**src/rtl/ocd_cal_pkg.sv**
```systemverilog
// Shared encodings for the driver calibration handler.
// Assumes commands arrive already decoded into a two-bit class.
package ocd_cal_pkg;

    localparam logic [1:0] CMD_NOP  = 2'b00;
    localparam logic [1:0] CMD_EMRS = 2'b01;

    localparam logic [2:0] SEL_EXIT   = 3'b000;
    localparam logic [2:0] SEL_DRV_HI = 3'b001;
    localparam logic [2:0] SEL_ADJUST = 3'b010;
    localparam logic [2:0] SEL_DRV_LO = 3'b100;

    typedef enum logic [2:0] {
        OP_NOP, OP_EXIT, OP_DRV_HI, OP_DRV_LO, OP_ADJUST, OP_OTHER
    } op_e;

    typedef enum logic [1:0] {
        MODE_IDLE, MODE_DRIVE, MODE_ADJUST
    } mode_e;

    typedef enum logic [1:0] {
        PH_OFF, PH_WAIT, PH_BEAT, PH_REST
    } phase_e;

endpackage

```
**src/rtl/ocd_cmd_decode.sv**
```systemverilog
// Classifies one command slot into a calibration operation.
// Assumes: purely combinational; non-calibration selector values count as OTHER.
module ocd_cmd_decode
    import ocd_cal_pkg::*;
(
    input  logic [1:0] cmd,
    input  logic [2:0] sel,
    output op_e        op
);

    // Map command class and selector to one operation.
    always_comb begin
        op = OP_OTHER;
        if (cmd == CMD_NOP) begin
            op = OP_NOP;
        end else if (cmd == CMD_EMRS) begin
            case (sel)
                SEL_EXIT:   op = OP_EXIT;
                SEL_DRV_HI: op = OP_DRV_HI;
                SEL_DRV_LO: op = OP_DRV_LO;
                SEL_ADJUST: op = OP_ADJUST;
                default:    op = OP_OTHER;
            endcase
        end
    end

endmodule

```
**src/rtl/ocd_mode_fsm.sv**
```systemverilog
// Session state machine: idle, drive or adjust; raises the error pulses.
// Assumes: adj_done from the capture unit marks the end of the recovery window.
module ocd_mode_fsm
    import ocd_cal_pkg::*;
(
    input  logic clk,
    input  logic rst_n,
    input  op_e  op,
    input  logic bl4,
    input  logic adj_done,
    output logic drv_on,
    output logic drv_off,
    output logic drv_hi,
    output logic adj_start,
    output logic adj_stop,
    output logic cmd_err,
    output logic bl_err
);

    mode_e mode_q, mode_d;
    logic  cmd_err_q, cmd_err_d;
    logic  bl_err_q, bl_err_d;

    // Next-mode and strobe decisions for the current command.
    always_comb begin
        mode_d    = mode_q;
        drv_on    = 1'b0;
        drv_off   = 1'b0;
        drv_hi    = 1'b0;
        adj_start = 1'b0;
        adj_stop  = 1'b0;
        cmd_err_d = 1'b0;
        bl_err_d  = 1'b0;
        case (mode_q)
            MODE_IDLE: begin
                if (op == OP_DRV_HI || op == OP_DRV_LO) begin
                    drv_on = 1'b1;
                    drv_hi = (op == OP_DRV_HI);
                    mode_d = MODE_DRIVE;
                end else if (op == OP_ADJUST) begin
                    if (bl4) begin
                        adj_start = 1'b1;
                        mode_d    = MODE_ADJUST;
                    end else begin
                        bl_err_d = 1'b1;
                    end
                end
            end
            MODE_DRIVE: begin
                if (op == OP_EXIT) begin
                    drv_off = 1'b1;
                    mode_d  = MODE_IDLE;
                end else if (op != OP_NOP) begin
                    cmd_err_d = 1'b1;
                end
            end
            MODE_ADJUST: begin
                if (op == OP_EXIT && adj_done) begin
                    adj_stop = 1'b1;
                    mode_d   = MODE_IDLE;
                end else if (op != OP_NOP) begin
                    cmd_err_d = 1'b1;
                end
            end
            default: mode_d = MODE_IDLE;
        endcase
    end

    // Mode and error-pulse registers.
    always_ff @(posedge clk) begin
        if (!rst_n) begin
            mode_q    <= MODE_IDLE;
            cmd_err_q <= 1'b0;
            bl_err_q  <= 1'b0;
        end else begin
            mode_q    <= mode_d;
            cmd_err_q <= cmd_err_d;
            bl_err_q  <= bl_err_d;
        end
    end

    assign cmd_err = cmd_err_q;
    assign bl_err  = bl_err_q;

    assert_err_in_session_R8: assert property (@(posedge clk) disable iff (!rst_n)
        cmd_err_q |-> ($past(mode_q) != MODE_IDLE));

    assert_bl_reject_idle_R6: assert property (@(posedge clk) disable iff (!rst_n)
        bl_err_q |-> (mode_q == MODE_IDLE && !$past(bl4)));

    assert_exit_gated_R7: assert property (@(posedge clk) disable iff (!rst_n)
        (mode_q == MODE_ADJUST && op == OP_EXIT && !adj_done) |=> (mode_q == MODE_ADJUST));

endmodule

```
**src/rtl/ocd_drive_ctrl.sv**
```systemverilog
// Turns the output drivers on or off a fixed T_OIT cycles after a request.
// Assumes: T_OIT >= 1; the level is applied together with the enable.
module ocd_drive_ctrl #(
    parameter int T_OIT = 4
) (
    input  logic clk,
    input  logic rst_n,
    input  logic go_on,
    input  logic go_off,
    input  logic want_hi,
    output logic oe,
    output logic lvl
);

    localparam int OIT_W = $clog2(T_OIT + 1);

    logic [OIT_W-1:0] cnt_q;
    logic             tgt_q;
    logic             pend_q;
    logic             oe_q;
    logic             lvl_q;

    // Delay counter; the pending target lands when it reaches its last step.
    always_ff @(posedge clk) begin
        if (!rst_n) begin
            cnt_q  <= '0;
            tgt_q  <= 1'b0;
            pend_q <= 1'b0;
            oe_q   <= 1'b0;
            lvl_q  <= 1'b0;
        end else if (go_on) begin
            cnt_q  <= OIT_W'(T_OIT);
            tgt_q  <= 1'b1;
            pend_q <= want_hi;
        end else if (go_off) begin
            cnt_q <= OIT_W'(T_OIT);
            tgt_q <= 1'b0;
        end else if (cnt_q != '0) begin
            cnt_q <= cnt_q - 1'b1;
            if (cnt_q == OIT_W'(1)) begin
                oe_q <= tgt_q;
                if (tgt_q) lvl_q <= pend_q;
            end
        end
    end

    assign oe  = oe_q;
    assign lvl = lvl_q;

    assert_oe_on_count_R4: assert property (@(posedge clk) disable iff (!rst_n)
        !$stable(oe_q) |-> ($past(cnt_q) == OIT_W'(1)));

endmodule

```
**src/rtl/ocd_adjust_capture.sv**
```systemverilog
// Waits the write latency, shifts in four adjust beats, then times recovery.
// Assumes: wl >= 1 and T_WR >= 1; beats are never reordered by burst mode.
module ocd_adjust_capture
    import ocd_cal_pkg::*;
#(
    parameter int WL_W = 4,
    parameter int T_WR = 3
) (
    input  logic            clk,
    input  logic            rst_n,
    input  logic            start,
    input  logic            stop,
    input  logic [WL_W-1:0] wl,
    input  logic            adj_bit,
    output logic [3:0]      code,
    output logic            valid,
    output logic            done
);

    localparam int TWR_W = $clog2(T_WR + 1);
    localparam int CNT_W = (WL_W > TWR_W) ? WL_W : TWR_W;

    phase_e           phase_q;
    logic [CNT_W-1:0] cnt_q;
    logic [1:0]       beat_q;
    logic [2:0]       shreg_q;
    logic [3:0]       code_q;
    logic             valid_q;

    // Phase sequencing, beat capture and recovery countdown.
    always_ff @(posedge clk) begin
        if (!rst_n) begin
            phase_q <= PH_OFF;
            cnt_q   <= '0;
            beat_q  <= '0;
            shreg_q <= '0;
            code_q  <= '0;
            valid_q <= 1'b0;
        end else begin
            valid_q <= 1'b0;
            if (start) begin
                phase_q <= PH_WAIT;
                cnt_q   <= CNT_W'(wl);
            end else if (stop) begin
                phase_q <= PH_OFF;
            end else begin
                case (phase_q)
                    PH_WAIT: begin
                        if (cnt_q == CNT_W'(1)) begin
                            shreg_q[0] <= adj_bit;
                            beat_q     <= 2'd1;
                            phase_q    <= PH_BEAT;
                        end else begin
                            cnt_q <= cnt_q - 1'b1;
                        end
                    end
                    PH_BEAT: begin
                        if (beat_q == 2'd3) begin
                            code_q  <= {adj_bit, shreg_q};
                            valid_q <= 1'b1;
                            cnt_q   <= CNT_W'(T_WR - 1);
                            phase_q <= PH_REST;
                        end else begin
                            shreg_q[beat_q] <= adj_bit;
                            beat_q          <= beat_q + 1'b1;
                        end
                    end
                    PH_REST: begin
                        if (cnt_q != '0) cnt_q <= cnt_q - 1'b1;
                    end
                    default: ;
                endcase
            end
        end
    end

    assign code  = code_q;
    assign valid = valid_q;
    assign done  = (phase_q == PH_REST) && (cnt_q == '0);

    assert_valid_single_R5: assert property (@(posedge clk) disable iff (!rst_n)
        valid_q |=> !valid_q);

    assert_valid_after_beats_R5: assert property (@(posedge clk) disable iff (!rst_n)
        valid_q |-> ($past(phase_q) == PH_BEAT && phase_q == PH_REST));

endmodule

```
**src/rtl/ocd_cal_handler.sv**
```systemverilog
// Top of the driver calibration handler: decode, session control,
// driver timing and adjust-code capture.
// Assumes: al + cl >= 2, so the write latency is at least one cycle.
module ocd_cal_handler
    import ocd_cal_pkg::*;
#(
    parameter int DQ_W  = 8,
    parameter int LAT_W = 3,
    parameter int T_OIT = 4,
    parameter int T_WR  = 3
) (
    input  logic             clk,
    input  logic             rst_n,
    input  logic [1:0]       cmd,
    input  logic [2:0]       ocd_sel,
    input  logic [LAT_W-1:0] al,
    input  logic [LAT_W-1:0] cl,
    input  logic             bl4,
    input  logic             adj_bit,
    output logic             dq_oe,
    output logic [DQ_W-1:0]  dq_level,
    output logic             dqs_oe,
    output logic             dqs_t,
    output logic             dqs_c,
    output logic [3:0]       adj_code,
    output logic             adj_valid,
    output logic             bl_err,
    output logic             cmd_err
);

    localparam int WL_W = LAT_W + 1;

    op_e             op;
    logic            drv_on, drv_off, drv_hi;
    logic            adj_start, adj_stop, adj_done;
    logic            oe, lvl;
    logic [WL_W-1:0] wl;

    // Write latency is one less than read latency.
    assign wl = {1'b0, al} + {1'b0, cl} - WL_W'(1);

    ocd_cmd_decode u_dec (
        .cmd (cmd),
        .sel (ocd_sel),
        .op  (op)
    );

    ocd_mode_fsm u_fsm (
        .clk       (clk),
        .rst_n     (rst_n),
        .op        (op),
        .bl4       (bl4),
        .adj_done  (adj_done),
        .drv_on    (drv_on),
        .drv_off   (drv_off),
        .drv_hi    (drv_hi),
        .adj_start (adj_start),
        .adj_stop  (adj_stop),
        .cmd_err   (cmd_err),
        .bl_err    (bl_err)
    );

    ocd_drive_ctrl #(.T_OIT(T_OIT)) u_drv (
        .clk     (clk),
        .rst_n   (rst_n),
        .go_on   (drv_on),
        .go_off  (drv_off),
        .want_hi (drv_hi),
        .oe      (oe),
        .lvl     (lvl)
    );

    ocd_adjust_capture #(.WL_W(WL_W), .T_WR(T_WR)) u_adj (
        .clk     (clk),
        .rst_n   (rst_n),
        .start   (adj_start),
        .stop    (adj_stop),
        .wl      (wl),
        .adj_bit (adj_bit),
        .code    (adj_code),
        .valid   (adj_valid),
        .done    (adj_done)
    );

    // Fan the single drive level out to data and strobe pins.
    assign dq_oe    = oe;
    assign dqs_oe   = oe;
    assign dq_level = {DQ_W{lvl}};
    assign dqs_t    = lvl;
    assign dqs_c    = ~lvl;

    assert_no_err_overlap_R6: assert property (@(posedge clk) disable iff (!rst_n)
        !(bl_err && cmd_err));

endmodule

```
**config.mk**
```make
export PLATFORM = sky130hd
export DESIGN_NAME = ocd_cal_handler
export DESIGN_NICKNAME = d
export VERILOG_FILES = /design/src/rtl/ocd_cal_pkg.sv /design/src/rtl/ocd_cmd_decode.sv /design/src/rtl/ocd_mode_fsm.sv /design/src/rtl/ocd_drive_ctrl.sv /design/src/rtl/ocd_adjust_capture.sv /design/src/rtl/ocd_cal_handler.sv
export SDC_FILE = /design/constraint.sdc
export NUM_CORES = 1
export LEC_CHECK = 0
export BUFFER_PORTS_ARGS = -buffer_cell sky130_fd_sc_hd__buf_2
export CORE_UTILIZATION = 59
export DETAILED_ROUTE_END_ITERATION = 8
export GPL_ROUTABILITY_DRIVEN = 1
export PLACE_DENSITY = 0.84
export SLEW_MARGIN = 0
export SYNTH_ARGS = -nofsm -noshare
export SYNTH_HDL_FRONTEND = slang
export SYNTH_HIERARCHICAL = 1
export SYNTH_SLANG_ARGS = --single-unit
```
**constraint.sdc**
```tcl
create_clock -name clk -period 6.04 [get_ports clk]
set_input_delay 0.604 -clock clk [delete_from_list [all_inputs] [get_ports clk]]
set_output_delay 0.604 -clock clk [all_outputs]
set_load 0.05 [all_outputs]
```
==> impl_results.md, run 1 <==
- Outcome: finished, violations left
- Failing checks: DRC
- Worst relative slew slack: roughly 55%
- Die Area: approximately 0.0033 mm²
- Initial Util: about 64%
- Final WL: around 3100 µm
- Vias: 1,434
- Post-Syn Nets: between 200 and 250
- EDFF count, synth: 0
- Top-Level Pins: 34
- All-layer global routing usage: between 20% and 30%
- Top_reg_cell synth: dfxtp_1
- DR DRC count: 11
- Largest family of logic cells by synthesized area: compound AO/OA/AOI/OAI gates
- HPWL reported at the end of detailed placement: roughly 2400 µm
- Sequential fraction of the synthesis area: between 20% and 30%
- Vias in the first global route: between 1,000 and 1,500
- Hold Fails Final Rpt: 0
- Buf/Inv on CP: 1
- Max-slew violation count: 0
- Ys Warns: 6
- Global-route wire length before repair: between 5000 and 6000 µm
- RePlAce Congestion: roughly 0.9
- Leak: between 0.9 and 1 nW
- Setup TNS: 0 ns
- Number of setup buffers added after CTS: 0
- Share of cells above drive strength 1: around 22%
- Die Height: roughly 57 µm
- Mapped Cells: 200
- Detail Route Antenna Nets: 0
- Largest net degree at the start of global routing: 18
- Vias per cell: around 5.6
- Pwr Density: between 200 and 300 mW/mm²
- Clk_lat worst skew: between 0.3 and 0.4 ns
- HP Class: input port to flop
- CP peak stage delay: ~0.6 ns
- DRT Pass-1 Iters: 6
- CTS Sinks: 27
- CP Cell Sequence: buf_2 > xor2_1 > a21oi_1 > and4bb_1 > and2_2 > nor3_1 > mux2i_1 > nor2_1
- Total grt overflow: 0
- Width of the die: around 57 µm
- Startpoint types: input port
- CP endpoint kind: flop
- Simple-gate share of the synthesized area: between 10% and 20%
- Clk slew on worst S/H paths: 0.14 ns
- Commonest cells after routing, fill and taps aside: 33 x buf_2, 30 x inv_1, 27 x dfxtp_1
- Antenna violations before repair: 0
- Period minus WS final: between 2 and 3 ns
- Arrival time worst endpoint: about 2.9 ns
- CP delay by family, top: simple AND/OR/NAND/NOR gates
- Most common library cell in the layout ignoring fill and taps: buf_2
- Area added between synthesis and finish: 8.59%
- Nets: 263
- CTS tree: built
- Post-Syn Area per Cell: around 9 µm²
- Initial DRC count: 51
- Share of synthesized registers carrying an async set or reset: 0%
- Max clock buf depth: 2
- Total CTS buffers: 3
- Xor-xnor portion of the synthesized cell area: between 2 and 3%
- Max VDD drop: approximately 0.15 mV
- #FFs+latches synth: 27
- Req. time, crit path: about 6.2 ns
- Clk_skew: between 0.005 and 0.006 ns
- Root Driver: clkbuf_4
- Final hold slack: roughly 0.44 ns
- Max Cap Viol: 0
- Max FO, Critical Path: 15
- Crit path max-delay cell type: nor3_1
- Synth Area in Compound Gates: 19.3%
- Cell variety after synth: 43
- Post-CTS Hold Fix Bufs: 0
- Htree depth: 1
- Max Freq: ~0.38 GHz
- Adder-Cell Fraction of Synth Area: about 15%
- Routed length per instance: ~12 µm
- WS Path Type: input port to flop
- Diode count: 0
- PortBufs: 33
- Worst slew pin tran: ~0.67 ns
- Fin crit share: between 40% and 50%
- RSZ-0062 raised after global routing: no
- Core region area: ~0.0028 mm²
- Setup-failing EPs final: 0
- Multiplexer share of the synthesized area: under 10%
- Synth Cell Area: roughly 0.0018 mm²
- Rows: 19
- CTS resizes: 0
[state kept, by name, indices dropped and copies added, names as in the netlist]
register and count:
u_drv/pend_q 1, u_drv/tgt_q 1, u_adj/beat_q 2, u_drv/cnt_q 3, u_adj/shreg_q 3, u_drv/oe 1, u_adj/cnt_q 4, u_fsm/mode_q 2
u_adj/phase_q 2, u_drv/lvl 1, u_adj/valid 1, u_fsm/cmd_err 1, u_fsm/bl_err 1, u_adj/code 4
[logic make-up after synthesis]
logic type	Yosys count
adders and majority gates	21
buffers and inverters	41
muxes	10
DFF	27
and+or+nand+nor	54
AOI/OAI and AO/OA	41
xor gates and xnor gates	6
[Yosys cell counts (2+ instances only)]
cell	n	area (µm²)
a21o_2	2	17.5
nor2b_1	5	31.3
o21a_1	3	22.5
buf_4	9	67.6
a211oi_1	9	67.6
mux2i_1	10	100
xor2_1	4	35.0
nor2_1	19	71.3
nand2b_1	2	12.5
xnor2_1	2	17.5
ha_1	20	250
a2111oi_4	2	55.1
a311oi_1	2	17.5
clkbuf_1	2	7.51
a21o_1	2	15.0
nand3_1	3	15.0
a21boi_0	2	15.0
a22oi_1	3	22.5
dfxtp_1	27	541
a21oi_1	8	40.0
nand2_1	10	37.5
nor3_1	4	20.0
inv_1	30	113
[final cells by class]
type,instances,area (µm²)
Fill cell,228,867
Clock buffer,4,26.3
Inverter,30,113
Timing Repair Buffer,33,165
Sequential cell,27,541
Multi-Input combinational cell,132,1080
Tap cell,31,38.8
[metrics by stage]
step           power [mW]  std cells  util, %  setup slack, ns  instance area [µm²]
5_1_grt             0.538        257     69.3             3.25                 1960
3_3_place_gp        0.418        253     68.4             3.13                 1940
3_5_place_dp        0.421        253     68.4             3.07                 1940
2_1_floorplan       0.382        200        -             3.52                 1810
4_1_cts             0.497        257     69.3             3.43                 1960
6_report            0.494        257     69.3             3.39                 1960
[layer usage]
metal	wire [µm]	global-route usage (%)	vias to the layer above	part of all wire (%)
met5	0	0	-	0
met4	16	5.23	0	0.52
met3	119	2.95	2	3.8
met2	1410	36.8	29	46
met1	1540	26.2	671	50
li1	-	-	732	-
[report_power, final]
group	switching (mW)	total (mW)	internal [mW]
registers	0.0219	0.222	0.200
logic	0.103	0.196	0.0931
clock network	0.0501	0.0759	0.0258
[path summary, 6_finish.rpt]
check	slack, ns	to	depth (start not counted)	start
max	3.39	u_adj/code[2]$_SDFFE_PN0P_	8	ocd_sel[0]
min	0.44	u_fsm/bl_err$_SDFF_PP0_	2	bl4
max reg2reg	3.80	u_adj/code[2]$_SDFFE_PN0P_	7	u_adj/cnt_q[0]$_SDFFE_PN0P_
min reg2reg	0.48	u_drv/lvl$_SDFFE_PN0P_	2	u_drv/pend_q$_SDFFE_PN0P_
Note: power is estimated with default switching activity, not from simulation.
==> inputs of run 2 (changes only) <==
- CORE_UTILIZATION: 59 -> 55
- PLACE_DENSITY: 0.84 -> 0.79
- clock period: 6.04 -> 2.6 ns (I/O delays scaled with it)
==> impl_results.md, run 2 (same netlist as run 1, synthesis figures left out) <==
- HP Class: input port to flop
- Finished Cell Area: 0.00200 mm²
- Antenna violations before repair: 0
- Max FO, Critical Path: 15
- Clk slew on worst S/H paths: around 0.16 ns
- CP endpoint kind: flop
- Max-slew violation count: 0
- Share of cells above drive strength 1: a little under a quarter
- Arrival time worst endpoint: ~2.4 ns
- Die Area: approximately 0.0035 mm²
- Initial DRC count: between 50 and 60
- Vias in the first global route: 1,286
- Fill cells: 270
- Diode count: 0
- Commonest cells after routing, fill and taps aside: 33 x buf_2, 30 x inv_1, 27 x dfxtp_1
- RR Startpoint: u_adj/cnt_q[0]$_SDFFE_PN0P_
- Largest net degree at the start of global routing: 18
- Total CTS buffers: 3
- CTS tree: built
- Hold_sp: bl4
- Crit path max-delay cell type: nor4b_2
- Setup-failing EPs final: 0
- Total grt overflow: 0
- Hold Fails Final Rpt: 0
- DRT Pass-1 Iters: 4
- Worst relative slew slack: between 60 and 70%
- Buf/Inv on CP: 1
- Max Cap Viol: 0
- DP Worst Slack: roughly 0.14 ns
- Fin util: about two thirds
- Register-to-Register Setup Slack: around 0.57 ns
- Post-CTS Hold Fix Bufs: 0
- Outcome: completed
- Area added between synthesis and finish: 10.5%
- Setup TNS: 0 ns
- Nets: between 200 and 300
- Startpoint types: input port
- Root Driver: clkbuf_4
- Max Freq: about 0.47 GHz
- Final WL: 3290 µm
- CP peak stage delay: 0.45 ns
- R2R Path End: u_adj/shreg_q[0]$_SDFFE_PN0P_
- Top-Level Pins: 34
- CP Cell Sequence: buf_2 > xnor2_1 > nor4b_2 > and4bb_1 > and2_2 > a2111oi_4 > a21oi_1 > a41o_2
- DR DRC count: 0
- Period minus WS final: around 2.1 ns
- Placed inst area: a little under 0.002 mm²
- Max clock buf depth: 2
- All-layer global routing usage: just over 20%
- Htree depth: 1
- Leak: about 0.95 nW
- CTS resizes: 0
- Routed length per instance: ~12 µm
- CTS Sinks: 27
- Max VDD drop: between 0.4 and 0.5 mV
- HPWL reported at the end of detailed placement: approximately 2500 µm
- Detail Route Antenna Nets: 0
- Req. time, crit path: roughly 2.8 ns
- Clk_lat worst skew: 0.32 ns
- PortBufs: 33
- Fin crit share: between 80 and 90%
- Number of setup buffers added after CTS: 0
- WS Path Type: input port to flop
- Final WS setup: around 0.49 ns
- Initial Util: 58.7%
- Vias per cell: around 5.2
- Die Height: between 50 and 60 µm
- Worst slew pin tran: between 0.5 and 0.6 ns
- Vias: approximately 1,400
- Width of the die: between 50 and 60 µm
- Global-route wire length before repair: around 5600 µm
- Rows: 20
- Multi-input logic area: roughly 0.0011 mm²
- Final hold slack: ~0.095 ns
- RePlAce Congestion: around 0.84
- WHS Endpoint: u_fsm/bl_err$_SDFF_PP0_
- Most common library cell in the layout ignoring fill and taps: buf_2
- Worst R2R Path Depth: 7
- Core region area: roughly 0.0031 mm²
- Pwr Density: approximately 600 mW/mm²
- Flip-flop and latch area: 541 µm²
- Hold depth: 2
- RSZ-0062 raised after global routing: no
- CP delay by family, top: simple AND/OR/NAND/NOR gates
- Clk_skew: about 0.0079 ns
[run 2: area by class of cell]
cell class / count / area share [%]
clock inverters: 1 / 0.376
clock buffers: 3 / 1.13
flip-flops and latches: 27 / 27.1
inverters: 30 / 5.64
well taps: 44 / 2.76
repair buffers: 35 / 9.02
multi-input cells: 132 / 54.0
[run 2: worst register-to-register path: cells and delay by family, from the launching register on]
kind | cells | cell delay [ns]
flip-flops | 1 | 0.43
adder cells (fa/ha/maj) | 1 | 0.23
AO/OA/AOI/OAI | 3 | 0.69
buffers and inverters | 1 | 0.08
AND/OR/NAND/NOR | 2 | 0.53
[run 2: worst max-delay path by stage]
stage,startpoint,endpoint,slack [ns],cells past startpoint
floorplan,ocd_sel[2],u_adj/code[0]$_SDFFE_PN0P_,0.42,7
global placement,ocd_sel[0],u_adj/beat_q[1]$_SDFFE_PN0P_,0.20,8
detailed placement,ocd_sel[0],u_adj/shreg_q[0]$_SDFFE_PN0P_,0.14,8
CTS,ocd_sel[0],u_adj/shreg_q[0]$_SDFFE_PN0P_,0.51,8
global route,u_adj/cnt_q[0]$_SDFFE_PN0P_,u_adj/cnt_q[0]$_SDFFE_PN0P_,0.42,7
finish,ocd_sel[0],u_adj/shreg_q[0]$_SDFFE_PN0P_,0.49,8
[run 2: metal layers]
metal | up-vias | GRT usage [%] | share of wire (%) | wire length, µm
met5 | - | 0 | 0 | 0
met4 | 0 | 3.40 | 0.61 | 20
met3 | 2 | 3.49 | 2.9 | 95
met2 | 27 | 32.4 | 46 | 1520
met1 | 659 | 29.9 | 50 | 1660
li1 | 737 | - | - | -
[run 2: where the power goes]
part / internal [mW] / total (mW) / leakage (nW) / switching (mW)
clock network: 0.0587 / 0.189 / 0.0139 / 0.131
registers: 0.465 / 0.518 / 0.219 / 0.0527
logic: 0.218 / 0.462 / 0.721 / 0.244
[run 2: metrics by stage]
step / instances / power [mW]
after floorplan: 200 / 0.888
after global placement: 268 / 0.977
after detailed placement: 268 / 0.985
after CTS: 272 / 1.17
after global routing: 272 / 1.27
final: 272 / 1.17
==> inputs of run 3 (changes only) <==
- clock period: 2.6 -> 1.96 ns (I/O delays scaled with it)
==> impl_results.md, run 3 (same netlist as run 1, synthesis figures left out) <==
- Root Driver: clkbuf_4
- Period minus WS final: 1.91 ns
- Max FO, Critical Path: 5
- Vias per cell: between 5 and 6
- RePlAce Congestion: 0.804
- Placed inst area: 0.00217 mm²
- Clk slew on worst S/H paths: ~0.14 ns
- Max Freq: 0.524 GHz
- All-layer global routing usage: 22.2%
- Req. time, crit path: approximately 2.2 ns
- Hold Fails Final Rpt: 0
- CTS tree: built
- Htree depth: 1
- Share of power burned in registers: about 40%
- Switching power: around 0.6 mW
- Global-route wire length before repair: between 5000 and 6000 µm
- Fin crit share: 97.3%
- DP Cell Count: slightly below 300
- Worst relative slew slack: roughly 63%
- RR Startpoint: u_adj/cnt_q[0]$_SDFFE_PN0P_
- Area added between synthesis and finish: 24.9%
- Share of cells above drive strength 1: a little over a third
- PortBufs: 33
- Arrival time worst endpoint: 2.11 ns
- Vias: ~1,500
- CTS Sinks: 27
- Post-Layout Cell Count: 298
- Most common library cell in the layout ignoring fill and taps: buf_2
- Diode count: 0
- Hold_sp: bl4
- Commonest cells after routing, fill and taps aside: 33 x buf_2, 30 x inv_1, 28 x buf_4
- Worst R2R Path Depth: 8
- Largest net degree at the start of global routing: 18
- Final hold slack: about 0.045 ns
- Clk pwr share: about 14%
- Fill cells: approximately 240
- Hold depth: 2
- Clk_skew: roughly 0.0079 ns
- Crit path max-delay cell type: dfxtp_2
- Die Height: between 50 and 60 µm
- Fin util: about three quarters
- Worst slew pin tran: around 0.56 ns
- Buf/Inv on CP: 2
- Total CTS buffers: 3
- Die Area: 0.00352 mm²
- DRT Pass-1 Iters: 4
- Outcome: completed
- Max Cap Viol: 0
- Max VDD drop: between 0.6 and 0.7 mV
- Pint: roughly 1.1 mW
- DR DRC count: 0
- Logic gate share of total power: between 40% and 50%
- Nets: around 290
- WS Path Type: flop to flop
- Clk_lat worst skew: about 0.32 ns
- Top-Level Pins: 34
- Sw frac: between 30% and 40%
- Core region area: 0.00308 mm²
- Routed length per instance: ~12 µm
- Initial DRC count: 30
- Detail Route Antenna Nets: 0
- Startpoint types: flop
- Initial Util: 58.7%
- Antenna violations before repair: 0
- HPWL reported at the end of detailed placement: 2830 µm
- HP Class: input port to flop
- CP peak stage delay: ~0.37 ns
- Vias in the first global route: 1,437
- Setup-failing EPs final: 0
- Max clock buf depth: 2
- Leak: 1.10 nW
- Register-to-Register Setup Slack: 0.05 ns
- Max-slew violation count: 0
- WHS Endpoint: u_fsm/bl_err$_SDFF_PP0_
- CP Cell Sequence: inv_1 > ha_2 > and4bb_2 > and4_4 > a2111oi_4 > buf_4 > a21o_1 > a211oi_1
- CP endpoint kind: flop
- Pwr Density: 760 mW/mm²
- Rows: 20
- R2R Path End: u_adj/cnt_q[3]$_SDFFE_PN0P_
- CP delay by family, top: compound AO/OA/AOI/OAI gates
- Width of the die: slightly below 60 µm
- Total grt overflow: 0
- Finished Cell Area: around 0.0023 mm²
- Final WL: ~3700 µm
- Post-CTS Hold Fix Bufs: 0
[run 3: cell type report]
cell class / instances / area, µm² / area share, %
well taps: 44 / 55.1 / 2.44
repair buffers: 61 / 375 / 16.6
multi-input cells: 132 / 1140 / 50.6
inverters: 30 / 113 / 4.99
flip-flops and latches: 27 / 547 / 24.2
clock buffers: 4 / 26.3 / 1.16
[run 3: how the worst max path moves through the flow]
stage                                       start                           to  slack, ns  depth (start not counted)
floorplan                              ocd_sel[0]       u_drv/lvl$_SDFFE_PN0P_      -0.02                          7
global placement                       ocd_sel[0]       u_drv/lvl$_SDFFE_PN0P_      -0.11                          8
detailed placement                     ocd_sel[0]       u_drv/lvl$_SDFFE_PN0P_      -0.18                          8
CTS                   u_adj/cnt_q[0]$_SDFFE_PN0P_  u_adj/cnt_q[3]$_SDFFE_PN0P_       0.01                          7
global route        u_adj/phase_q[0]$_SDFFE_PN0P_  u_adj/cnt_q[0]$_SDFFE_PN0P_     -0.001                          7
finish                u_adj/cnt_q[0]$_SDFFE_PN0P_  u_adj/cnt_q[3]$_SDFFE_PN0P_       0.05                          8
[run 3: stage by stage]
step           power (mW)  setup slack, ns   TNS (ns)
6_report             1.71           0.0526          0
3_5_place_dp         1.43           -0.180      -1.28
2_1_floorplan        1.18          -0.0192    -0.0192
5_1_grt              1.84        -0.000952  -0.000952
3_3_place_gp         1.41           -0.113     -0.630
4_1_cts              1.67           0.0122          0
[run 3: power by group through the flow]
stage	clock network, mW	registers (mW)	logic, mW
6_report	0.237	0.689	0.789
5_1_grt	0.260	0.700	0.880
4_1_cts	0.247	0.683	0.745
3_5_place_dp	0	0.695	0.739
3_3_place_gp	0	0.688	0.719
2_1_floorplan	0	0.683	0.501
[run 3: worst reg2reg max path, delay by kind of cell (launching register included)]
| kind | cells | cell delay [ns] |
|---|---|---|
| AOI/OAI and AO/OA | 3 | 0.55 |
| adders and majority gates | 1 | 0.19 |
| buffers and inverters | 2 | 0.26 |
| DFF | 1 | 0.37 |
| and+or+nand+nor | 2 | 0.42 |
[run 3: repair_timing]
item / in CTS / in global routing
buffers inserted: 0 / 4
hold endpoints to repair: 0 / 0
pin swaps: 0 / 7
setup endpoints to repair: 8 / 9
gates resized for setup: 2 / 9
[run 3: metal layers]
metal  share of wire (%)  GRT usage [%]
met3                 3.6           3.28
met2                  49           38.7
met4                 1.2           8.16
met5                   0              0
met1                  46           27.6
